==> src/rtl/seqalu_pkg.sv <==
package seqalu_pkg;
  localparam int DW  = 8;
  localparam int RW  = 2 * DW;
  localparam int OPW = 4;

  typedef enum logic [OPW-1:0] {
    OP_AND, OP_OR, OP_XOR, OP_XNOR, OP_ADDU, OP_ADDS, OP_ADC, OP_MULS,
    OP_MULU, OP_SUBU, OP_ROL, OP_RCL, OP_SHR, OP_SAR, OP_SHL, OP_BCD
  } alu_op_e;

  typedef struct packed {
    logic z;
    logic c;
    logic v;
    logic any;
    logic pal;
    logic prime;
    logic neg;
  } alu_flags_t;

  function automatic logic is_pal(input logic [DW-1:0] x);
    logic ok;
    ok = 1'b1;
    for (int i = 0; i < DW / 2; i++)
      if (x[i] != x[DW-1-i]) ok = 1'b0;
    return ok;
  endfunction

  function automatic logic is_prime(input logic [DW-1:0] x);
    logic p;
    int   xv;
    xv = int'(x);
    p  = (xv >= 2);
    for (int d = 2; d <= (1 << (DW / 2)); d++)
      if ((d * d) <= xv && (xv % d) == 0) p = 1'b0;
    return p;
  endfunction

  // result bit RW is the invalid-digit indication
  function automatic logic [RW:0] bcd_to_bin(input logic [RW-1:0] digits);
    logic [RW-1:0] acc;
    logic          bad;
    logic [3:0]    nib;
    acc = '0;
    bad = 1'b0;
    for (int i = RW / 4 - 1; i >= 0; i--) begin
      nib = digits[i*4 +: 4];
      bad = bad | (nib > 4'd9);
      acc = acc * RW'(10) + RW'(nib);
    end
    return {bad, acc};
  endfunction
endpackage

==> src/rtl/seqalu_operands.sv <==
module seqalu_operands
  import seqalu_pkg::*;
(
  input  logic          clk,
  input  logic          rst,
  input  logic          load_a_ev,
  input  logic          load_b_ev,
  input  logic [DW-1:0] din,
  output logic [DW-1:0] a_q,
  output logic [DW-1:0] b_q
);
  always_ff @(posedge clk) begin
    if (rst) begin
      a_q <= '0;
      b_q <= '0;
    end else begin
      if (load_a_ev) a_q <= din;
      if (load_b_ev) b_q <= din;
    end
  end
endmodule

==> src/rtl/seqalu_core.sv <==
module seqalu_core
  import seqalu_pkg::*;
(
  input  alu_op_e       op,
  input  logic [DW-1:0] a,
  input  logic [DW-1:0] b,
  input  logic          cin,
  output logic [DW-1:0] x,
  output logic [DW-1:0] y,
  output alu_flags_t    flags
);
  logic [DW:0]   sum_u;
  logic [DW:0]   sum_c;
  logic [RW-1:0] prod_u;
  logic [RW-1:0] prod_s;
  logic [RW:0]   bcd;
  logic          c, v, n;

  always_comb begin
    sum_u  = {1'b0, a} + {1'b0, b};
    sum_c  = sum_u + {{DW{1'b0}}, cin};
    prod_u = {{DW{1'b0}}, a} * {{DW{1'b0}}, b};
    prod_s = {{DW{a[DW-1]}}, a} * {{DW{b[DW-1]}}, b};
    bcd    = bcd_to_bin({b, a});
    x = '0;
    y = '0;
    c = 1'b0;
    v = 1'b0;
    n = 1'b0;
    case (op)
      OP_AND:  x = a & b;
      OP_OR:   x = a | b;
      OP_XOR:  x = a ^ b;
      OP_XNOR: x = ~(a ^ b);
      OP_ADDU: {c, x} = sum_u;
      OP_ADDS: begin
        x = sum_u[DW-1:0];
        v = (a[DW-1] == b[DW-1]) && (x[DW-1] != a[DW-1]);
        n = x[DW-1];
      end
      OP_ADC:  {c, x} = sum_c;
      OP_MULS: begin
        {y, x} = prod_s;
        n = y[DW-1];
      end
      OP_MULU: {y, x} = prod_u;
      OP_SUBU: begin
        x = a - b;
        c = (a < b);
      end
      OP_ROL:  x = {a[DW-2:0], a[DW-1]};
      OP_RCL:  begin
        x = {a[DW-2:0], cin};
        c = a[DW-1];
      end
      OP_SHR:  begin
        x = {1'b0, a[DW-1:1]};
        c = a[0];
      end
      OP_SAR:  begin
        x = {a[DW-1], a[DW-1:1]};
        c = a[0];
        n = x[DW-1];
      end
      OP_SHL:  begin
        x = {a[DW-2:0], 1'b0};
        c = a[DW-1];
        v = a[DW-1] ^ a[DW-2];
        n = x[DW-1];
      end
      default: begin
        {y, x} = bcd[RW-1:0];
        c = bcd[RW];
      end
    endcase
    flags.z     = ({y, x} == '0);
    flags.c     = c;
    flags.v     = v;
    flags.any   = flags.z | c | v;
    flags.pal   = is_pal(x);
    flags.prime = is_prime(x);
    flags.neg   = n;
  end
endmodule

==> src/rtl/seqalu_results.sv <==
module seqalu_results
  import seqalu_pkg::*;
(
  input  logic          clk,
  input  logic          rst,
  input  logic          commit_ev,
  input  logic [DW-1:0] x_d,
  input  logic [DW-1:0] y_d,
  input  alu_flags_t    f_d,
  output logic [DW-1:0] x_q,
  output logic [DW-1:0] y_q,
  output alu_flags_t    f_q
);
  always_ff @(posedge clk) begin
    if (rst) begin
      x_q <= '0;
      y_q <= '0;
      f_q <= '0;
    end else if (commit_ev) begin
      x_q <= x_d;
      y_q <= y_d;
      f_q <= f_d;
    end
  end
endmodule

==> src/rtl/seqalu_top.sv <==
module seqalu_top
  import seqalu_pkg::*;
(
  input  logic          clk,
  input  logic          rst,
  input  logic [DW-1:0] din,
  input  logic          load,
  input  logic          load_sel,
  input  logic [OPW-1:0] op,
  input  logic          run,
  input  logic          out_sel,
  output logic [DW-1:0] res,
  output logic          flag_z,
  output logic          flag_c,
  output logic          flag_v,
  output logic          flag_any,
  output logic          flag_pal,
  output logic          flag_prime,
  output logic          flag_neg
);
  logic          load_a_ev, load_b_ev, commit_ev;
  logic [DW-1:0] a_q, b_q, x_d, y_d, x_q, y_q;
  alu_flags_t    f_d, f_q;

  assign load_a_ev = load & ~load_sel;
  assign load_b_ev = load &  load_sel;
  assign commit_ev = run;

  seqalu_operands u_opnd (
    .clk(clk), .rst(rst), .load_a_ev(load_a_ev), .load_b_ev(load_b_ev),
    .din(din), .a_q(a_q), .b_q(b_q)
  );

  seqalu_core u_core (
    .op(alu_op_e'(op)), .a(a_q), .b(b_q), .cin(f_q.c),
    .x(x_d), .y(y_d), .flags(f_d)
  );

  seqalu_results u_res (
    .clk(clk), .rst(rst), .commit_ev(commit_ev),
    .x_d(x_d), .y_d(y_d), .f_d(f_d),
    .x_q(x_q), .y_q(y_q), .f_q(f_q)
  );

  assign res        = out_sel ? y_q : x_q;
  assign flag_z     = f_q.z;
  assign flag_c     = f_q.c;
  assign flag_v     = f_q.v;
  assign flag_any   = f_q.any;
  assign flag_pal   = f_q.pal;
  assign flag_prime = f_q.prime;
  assign flag_neg   = f_q.neg;
endmodule

==> config.mk <==
export PLATFORM = sky130hd
export DESIGN_NAME = seqalu_top
export DESIGN_NICKNAME = d
export VERILOG_FILES = /design/src/rtl/seqalu_pkg.sv /design/src/rtl/seqalu_operands.sv /design/src/rtl/seqalu_core.sv /design/src/rtl/seqalu_results.sv /design/src/rtl/seqalu_top.sv
export SDC_FILE = /design/constraint.sdc
export NUM_CORES = 1
export LEC_CHECK = 0
export BUFFER_PORTS_ARGS = -buffer_cell sky130_fd_sc_hd__buf_2
export CAP_MARGIN = 20
export CORE_ASPECT_RATIO = 0.9
export CORE_MARGIN = 2
export CORE_UTILIZATION = 50
export DETAILED_ROUTE_END_ITERATION = 6
export GPL_TIMING_DRIVEN = 0
export PLACE_DENSITY = 0.72
export SLEW_MARGIN = 5
export SYNTH_ARGS = -nofsm -noshare
export SYNTH_HDL_FRONTEND = slang
export SYNTH_SLANG_ARGS = --single-unit
==> constraint.sdc <==
create_clock -name clk -period 9.9 [get_ports clk]
set_clock_uncertainty 0.1 [all_clocks]
set_input_delay 1.98 -clock clk [delete_from_list [all_inputs] [get_ports clk]]
set_output_delay 1.98 -clock clk [all_outputs]
set_load 0.03 [all_outputs]
Word level (Yosys, flattened, before mapping)
Cells that the tools add are included.
{ "word_totals": {"register_bits": 39, "input_bits": 18, "output_inout_bits": 15, "wordCells": 146} }
{ "op_classes": {"add_sub_neg": 6, "multipliers": 5, "div": 11, "n_lt_le_gt_ge": 20, "eq_ne": 20, "muxes": 24, "n_bitwise": 13, "reduce_logical": 36} }
{ "ops": {"columns": ["operator", "count"], "rows": [
  ["32-bit zero test", 14],
  ["9-bit by 5-bit modulo with 32-bit output, second input constant", 7],
  ["8-bit one-hot mux with 14 select lines", 1],
  ["9-bit by 4-bit modulo with 32-bit output, second input constant", 3],
  ["16-bit by 4-bit adder with 16-bit output", 3],
  ["7-bit by 8-bit less-or-equal comparator with 1-bit output, first input constant", 4],
  ["8-bit less-or-equal comparator, first input constant", 4],
  ["9-bit by 3-bit modulo with 32-bit output, second input constant", 1],
  ["16-bit by 3-bit multiplier with 15-bit output, second input constant", 2],
  ["8-bit by 8-bit multiplier with 16-bit output", 2],
  ["4-bit == test, second input constant", 7],
  ["8-bit one-hot mux with 3 select lines", 1],
  ["1-bit two-way mux", 18],
  ["4-bit by 3-bit == test with 1-bit output, second input constant", 4],
  ["4-bit > comparator, second input constant", 4],
  ["5-bit by 8-bit less-or-equal comparator with 1-bit output, first input constant", 2],
  ["6-bit by 8-bit less-or-equal comparator with 1-bit output, first input constant", 2],
  ["16-bit zero test", 1],
  ["1-bit logical AND", 15],
  ["13-bit OR reduction", 1],
  ["8-bit by 8-bit adder with 9-bit output", 1],
  ["9-bit by 1-bit adder with 9-bit output", 1],
  ["8-bit AND", 1],
  ["4-bit by 2-bit == test with 1-bit output, second input constant", 2],
  ["other kinds (23)", 34]
]} }

Logic depth before layout (Yosys ltp)
{ "logic_depth": {"word_depth": 23, "ltp_mapped": 50, "mapped_depth_nobuf": 45} }

Hierarchy
A second synthesis with hierarchy kept.
{ "hier_totals": {"hier_cells": 2237, "hier_area_um2": 16756.1} }
{ "modules_own_cells": {"columns": ["module", "instances", "cells_each", "area_each_um2", "seq_area_each_um2"], "rows": [
  ["seqalu_core", 1, 2100, 15197.1, 0.0],
  ["seqalu_results", 1, 74, 835.8, 460.4],
  ["seqalu_operands", 1, 52, 579.3, 320.3],
  ["seqalu_top", 1, 11, 143.9, 0.0]
]} }

Worst setup path before layout
Ideal clock, no wire load.
{ "synth_path": {"path_type": "register to register", "from": "register u_opnd.a_q[0]", "to": "register u_res.f_q[1] (netlist name)", "setup_ps": 135, "arrival_ps": 10494, "required_time_ps": 9665, "slack_ps": -828, "path_stages_with_launch": 49, "path_buffers": 8, "path_cell_list": "dfxtp_1 > inv_1 > clkbuf_1 > nor2_1 > ha_1 > fa_1 > ha_1 > inv_1 > fa_1 > fa_1 > o22a_1 > o211ai_1 > o32a_1 > nor2_1 > inv_2 > buf_2 > buf_2 > buf_2 > [... 13 more ...] > or4_4 > a211oi_2 > xnor2_1 > inv_1 > ha_1 > o2bb2ai_2 > nand4bb_1 > clkbuf_1 > xnor2_1 > ha_1 > nor4b_1 > a41oi_1 > a21oi_1 > nand4_1 > a211oi_1 > nor4_1 > a31oi_1 > a41oi_1"} }
{ "synth_via": {"elab_chain_cells": 19, "word_cells_on_any_way": 79, "cone_classes": "4 x add/sub; 2 x mul; 11 x div; 15 x order compare; 15 x mux; 4 x bitwise; 28 x reduce/logical"} }
{ "synth_lines": {"columns": ["element", "line_no", "text"], "rows": [
  ["start: declaration", "seqalu_operands.sv:9", "output logic [DW-1:0] a_q,"],
  ["start signal: assignment", "seqalu_operands.sv:17", "if (load_a_ev) a_q <= din;"],
  ["branches (longest 2 deep; another with 8-bit by 8-bit multiplier with 16-bit output)", null, null],
  ["8-bit one-hot mux with 14 select lines (*)", "seqalu_core.sv:30", "case (op)"],
  ["via u_core.x[4]", "seqalu_core.sv:8", "output logic [DW-1:0] x,"],
  ["9-bit by 3-bit modulo with 32-bit output or 3-bit by 8-bit less-or-equal comparator with 1-bit output (tied branches)", "seqalu_pkg.sv:35", "if ((d * d) <= xv && (xv % d) == 0) p = 1'b0;"],
  ["32-bit zero test or 1-bit logical AND (tied branches)", "seqalu_pkg.sv:35", null],
  ["1-bit logical AND or 1-bit two-way mux (tied branches)", "seqalu_pkg.sv:35", null],
  ["1-bit two-way mux (12 in a row)", "seqalu_pkg.sv:35", null],
  ["1-bit two-way mux (*)", "seqalu_pkg.sv:35", null]
]} }
Mark *: on every way through the listed nets, which the timed path passes.
A chain may end at the register's enable or synchronous reset.

Worst setup path in the final report
{ "layout_path": {"from": "register u_opnd.a_q[2]", "to": "register u_res.f_q[1] (netlist name)"} }
{ "layout_via": {"elab_chain_cells": 19, "word_cells_on_any_way": 78, "cone_classes": "4 x add/sub; 2 x mul; 11 x div; 15 x order compare; 15 x mux; 4 x bitwise; 27 x reduce/logical"} }
{ "layout_lines": {"columns": ["element", "line_no"], "rows": [
  ["branches (longest 2 deep; another with 8-bit by 8-bit multiplier with 16-bit output)", null],
  ["8-bit one-hot mux with 14 select lines (*)", "seqalu_core.sv:30"],
  ["via u_core.x[4]", "seqalu_core.sv:8"],
  ["9-bit by 3-bit modulo with 32-bit output or 3-bit by 8-bit less-or-equal comparator with 1-bit output (tied branches)", "seqalu_pkg.sv:35"],
  ["32-bit zero test or 1-bit logical AND (tied branches)", "seqalu_pkg.sv:35"],
  ["1-bit logical AND or 1-bit two-way mux (tied branches)", "seqalu_pkg.sv:35"],
  ["1-bit two-way mux (12 in a row)", "seqalu_pkg.sv:35"],
  ["1-bit two-way mux (*)", "seqalu_pkg.sv:35"]
]} }
Marks and branches as above.

==> flow_metrics.env <==
export IMPL_status="finished, violations left"
export IMPL_violations_in_the_final_reports="setup timing"
export IMPL_mappedNetlistNets=2617
export IMPL_globalRoute_totalOverflow=0
export IMPL_timing_worst_slew_pin_value_ps=1259
export IMPL_critical_path_peak_fanout=10
export IMPL_timing_critical_path_max_delay_family="compound AO/OA/AOI/OAI gates"
export IMPL_peak_supply_drop_mv=0.2533
export IMPL_ys_types=126
export IMPL_io_pins=33
export IMPL_cts_path_max_buffers=2
export IMPL_drc=0
export IMPL_finish_utilization=0.6234
export IMPL_detail_route_wirelength_met1_um=29890
export IMPL_area_growth_pct=23.11
export IMPL_cts_made_buffers=5
export IMPL_std_cell_rows=64
export IMPL_global_route_usage_total=0.3889
export IMPL_critical_path_required_ps=9940
export IMPL_top_layer_used="met5"
export IMPL_timing_final_crit_share=1.047
export IMPL_post_drt_wl_per_cell_um=23.70
export IMPL_ys_seq_elements=39
export IMPL_antenna_found_initial=3
export IMPL_worst_slack_ps=-468.6
export IMPL_routed_wirelength_um=70810
export IMPL_cp_end_kind="register"
export IMPL_fp_coreArea_mm2=0.03395
export IMPL_start_kind="register"
export IMPL_clkSlewWorstSetupHoldPaths_ps=60
export IMPL_critPathBufInv=15
export IMPL_cts_htree_levels=2
export IMPL_maximum_number_of_pins_on_one_net_before_global_route_repair=15
export IMPL_floorplan_die_height_um=179.9
export IMPL_clockRootBuffer="clkbuf_16"
export IMPL_met3RoutedLength_um=9721
export IMPL_seq_area_frac_synth=0.04541
export IMPL_cellPowerDensity_mw_per_mm2=161.7
export IMPL_grt_pass1_vias=19290
export IMPL_grt_pass1_wl_um=110000
export IMPL_post_synth_inst_count=2325
export IMPL_tritoncts="done"
export IMPL_timing_hold_worst_class="reg2reg"
export IMPL_post_synth_arst_share=0
export IMPL_ys_warn_count=0
export IMPL_chipWidth_um=199.5
export IMPL_num_nets_final=2816
export IMPL_ant_nets=0
export IMPL_tns_ps=-468.6
export IMPL_timing_hold_violations_final=0
export IMPL_syn_mean_instance_area_um2=7.395
export IMPL_synth_enable_flop_cells=0
export IMPL_clkSinkCount=39
export IMPL_fin_crit_ps=10370
export IMPL_drtPass1Iterations=6
export IMPL_globalplace_congestion=1.046
export IMPL_drv_slew=0
export IMPL_leakagePower_nw=9.141
export IMPL_met2_length_um=29370
export IMPL_die_area_mm2=0.03589
export IMPL_max_freq_ghz=0.09645
export IMPL_ys_dominant_reg_cell="dfxtp_1"
export IMPL_crit_path_max_incr_delay_ps=570
export IMPL_syn_cell_area_mm2=0.01719
export IMPL_critPathKind="reg2reg"
export IMPL_diodes=0
export IMPL_rsz0062_at_grt="true"
export IMPL_final_setup_viol_count=1
export IMPL_initialDrtViolationCount=2593
export IMPL_detailroute_via_count=20050
export IMPL_drive_gt1_frac=0.2253
export IMPL_initial_utilization=0.5064
export IMPL_detail_route_vias_per_cell=6.712
export IMPL_port_buffers=27
export IMPL_critical_path_arrival_ps=10410
export IMPL_worst_skew_pair_late_latency_ps=280
export IMPL_timing_slew_headroom=0.1490
export IMPL_rrSetupSlack_ps=-470
export IMPL_path_common_cell="ha_4"
export IMPL_critical_path_slowest_cell="a211oi_4"
export IMPL_place_hpwl_um=52290
export IMPL_timing_max_cap_violations=0
worst min-delay path: stages (launching register included):
cell      delay (ps)
dfxtp_1          310
nor2_1            80
a211oi_1          50
logic make-up after synthesis:
| group | synth area share |
|---|---|
| xor+xnor | 0.07095 |
| simple gates | 0.2212 |
| fa+ha+maj | 0.2400 |
| mux | 0.03704 |
| flops | 0.04541 |
| compound gates | 0.3131 |
| other cells | 0.0002181 |
| buf+inv | 0.07212 |
final cells by class:
type	instances	area, µm²
Buffer	118	1006
Sequential cell	39	830.8
Clock inverter	3	20.02
Fill cell	3039	12790
Tap cell	462	578.1
Clock buffer	5	125.1
Timing Repair Buffer	194	1516
Inverter	180	716.9
Multi-Input combinational cell	1986	16370
final timing paths:
kind,start,endpoint,depth (start not counted)
min reg2reg,u_res.x_q[2],u_res.x_q[2],2
max,u_opnd.a_q[2],u_res.f_q[1],51
min,u_res.x_q[2],u_res.x_q[2],2
max reg2reg,u_opnd.a_q[2],u_res.f_q[1],51
synth_stat cells, drive strengths merged, types with 29 or more instances:
cell      n  share of area
o21ai   119          0.036
nand2   194          0.043
inv     180          0.039
mux2i    32          0.020
a21o     49          0.021
a21oi   166          0.049
a31oi    37          0.015
fa       93           0.11
nor3     53          0.016
nor2b    29          0.011
a211oi   39          0.021
buf      67          0.021
dfxtp    39          0.045
nand3    52          0.015
ha      181           0.13
xor2     41          0.021
clkbuf   53          0.012
nor2    242          0.054
xnor2    94          0.049
power breakdown:
part | leakage [nW] | internal (mW) | switching [mW]
Combinational | 8.75 | 1.26 | 1.83
Sequential | 0.329 | 0.164 | 0.0122
Clock | 0.0658 | 0.0928 | 0.0664
Total | 9.14 | 1.52 | 1.90
routing by layer:
layer,vias to the layer above,track usage
li1,8936,-
met2,1280,0.5711
met3,172,0.1015
met5,-,0
met4,6,0.09689
met1,9656,0.5622
stage by stage:
stage	power (mW)	setup slack [ps]	cell area, µm²	std cells	hold WS [ps]
global route	3.650	-689.8	21170	2987	412.0
detailed placement	2.678	-3404	18120	2818	375.7
CTS	3.227	0.2984	20930	2967	388.5
finish	3.423	-468.6	21170	2987	384.4
floorplan	2.122	13.54	17370	2325	354.4
global placement	2.618	-3314	18080	2814	367.1
flip-flops by register name, summed over array words and instances, names as in the netlist:
signal / flops
u_res.y_q: 8
u_opnd.b_q: 8
u_opnd.a_q: 8
u_res.x_q: 8
u_res.f_q: 7
layout by cell type, fill, tap and decap left out, drive strengths merged, types with 39 or more instances in the layout:
| cell | count |
|---|---|
| dfxtp | 39 |
| clkbuf | 58 |
| o21ai | 119 |
| a21oi | 166 |
| a21o | 49 |
| ha | 181 |
| buf | 259 |
| a211oi | 39 |
| fa | 93 |
| nor2 | 242 |
| xnor2 | 94 |
| nor3 | 53 |
| nand2 | 194 |
| nand3 | 52 |
| inv | 171 |
| xor2 | 41 |
repair_timing:
item                       in CTS  in global routing
setup endpoints to repair       1                  1
hold endpoints to repair        0                  0
pin swaps                      96                 29
gates resized for setup       343                 22
hold buffers                    0                  0
setup buffers                 142                 17
No activity file was read; power rests on OpenSTA's default activity.
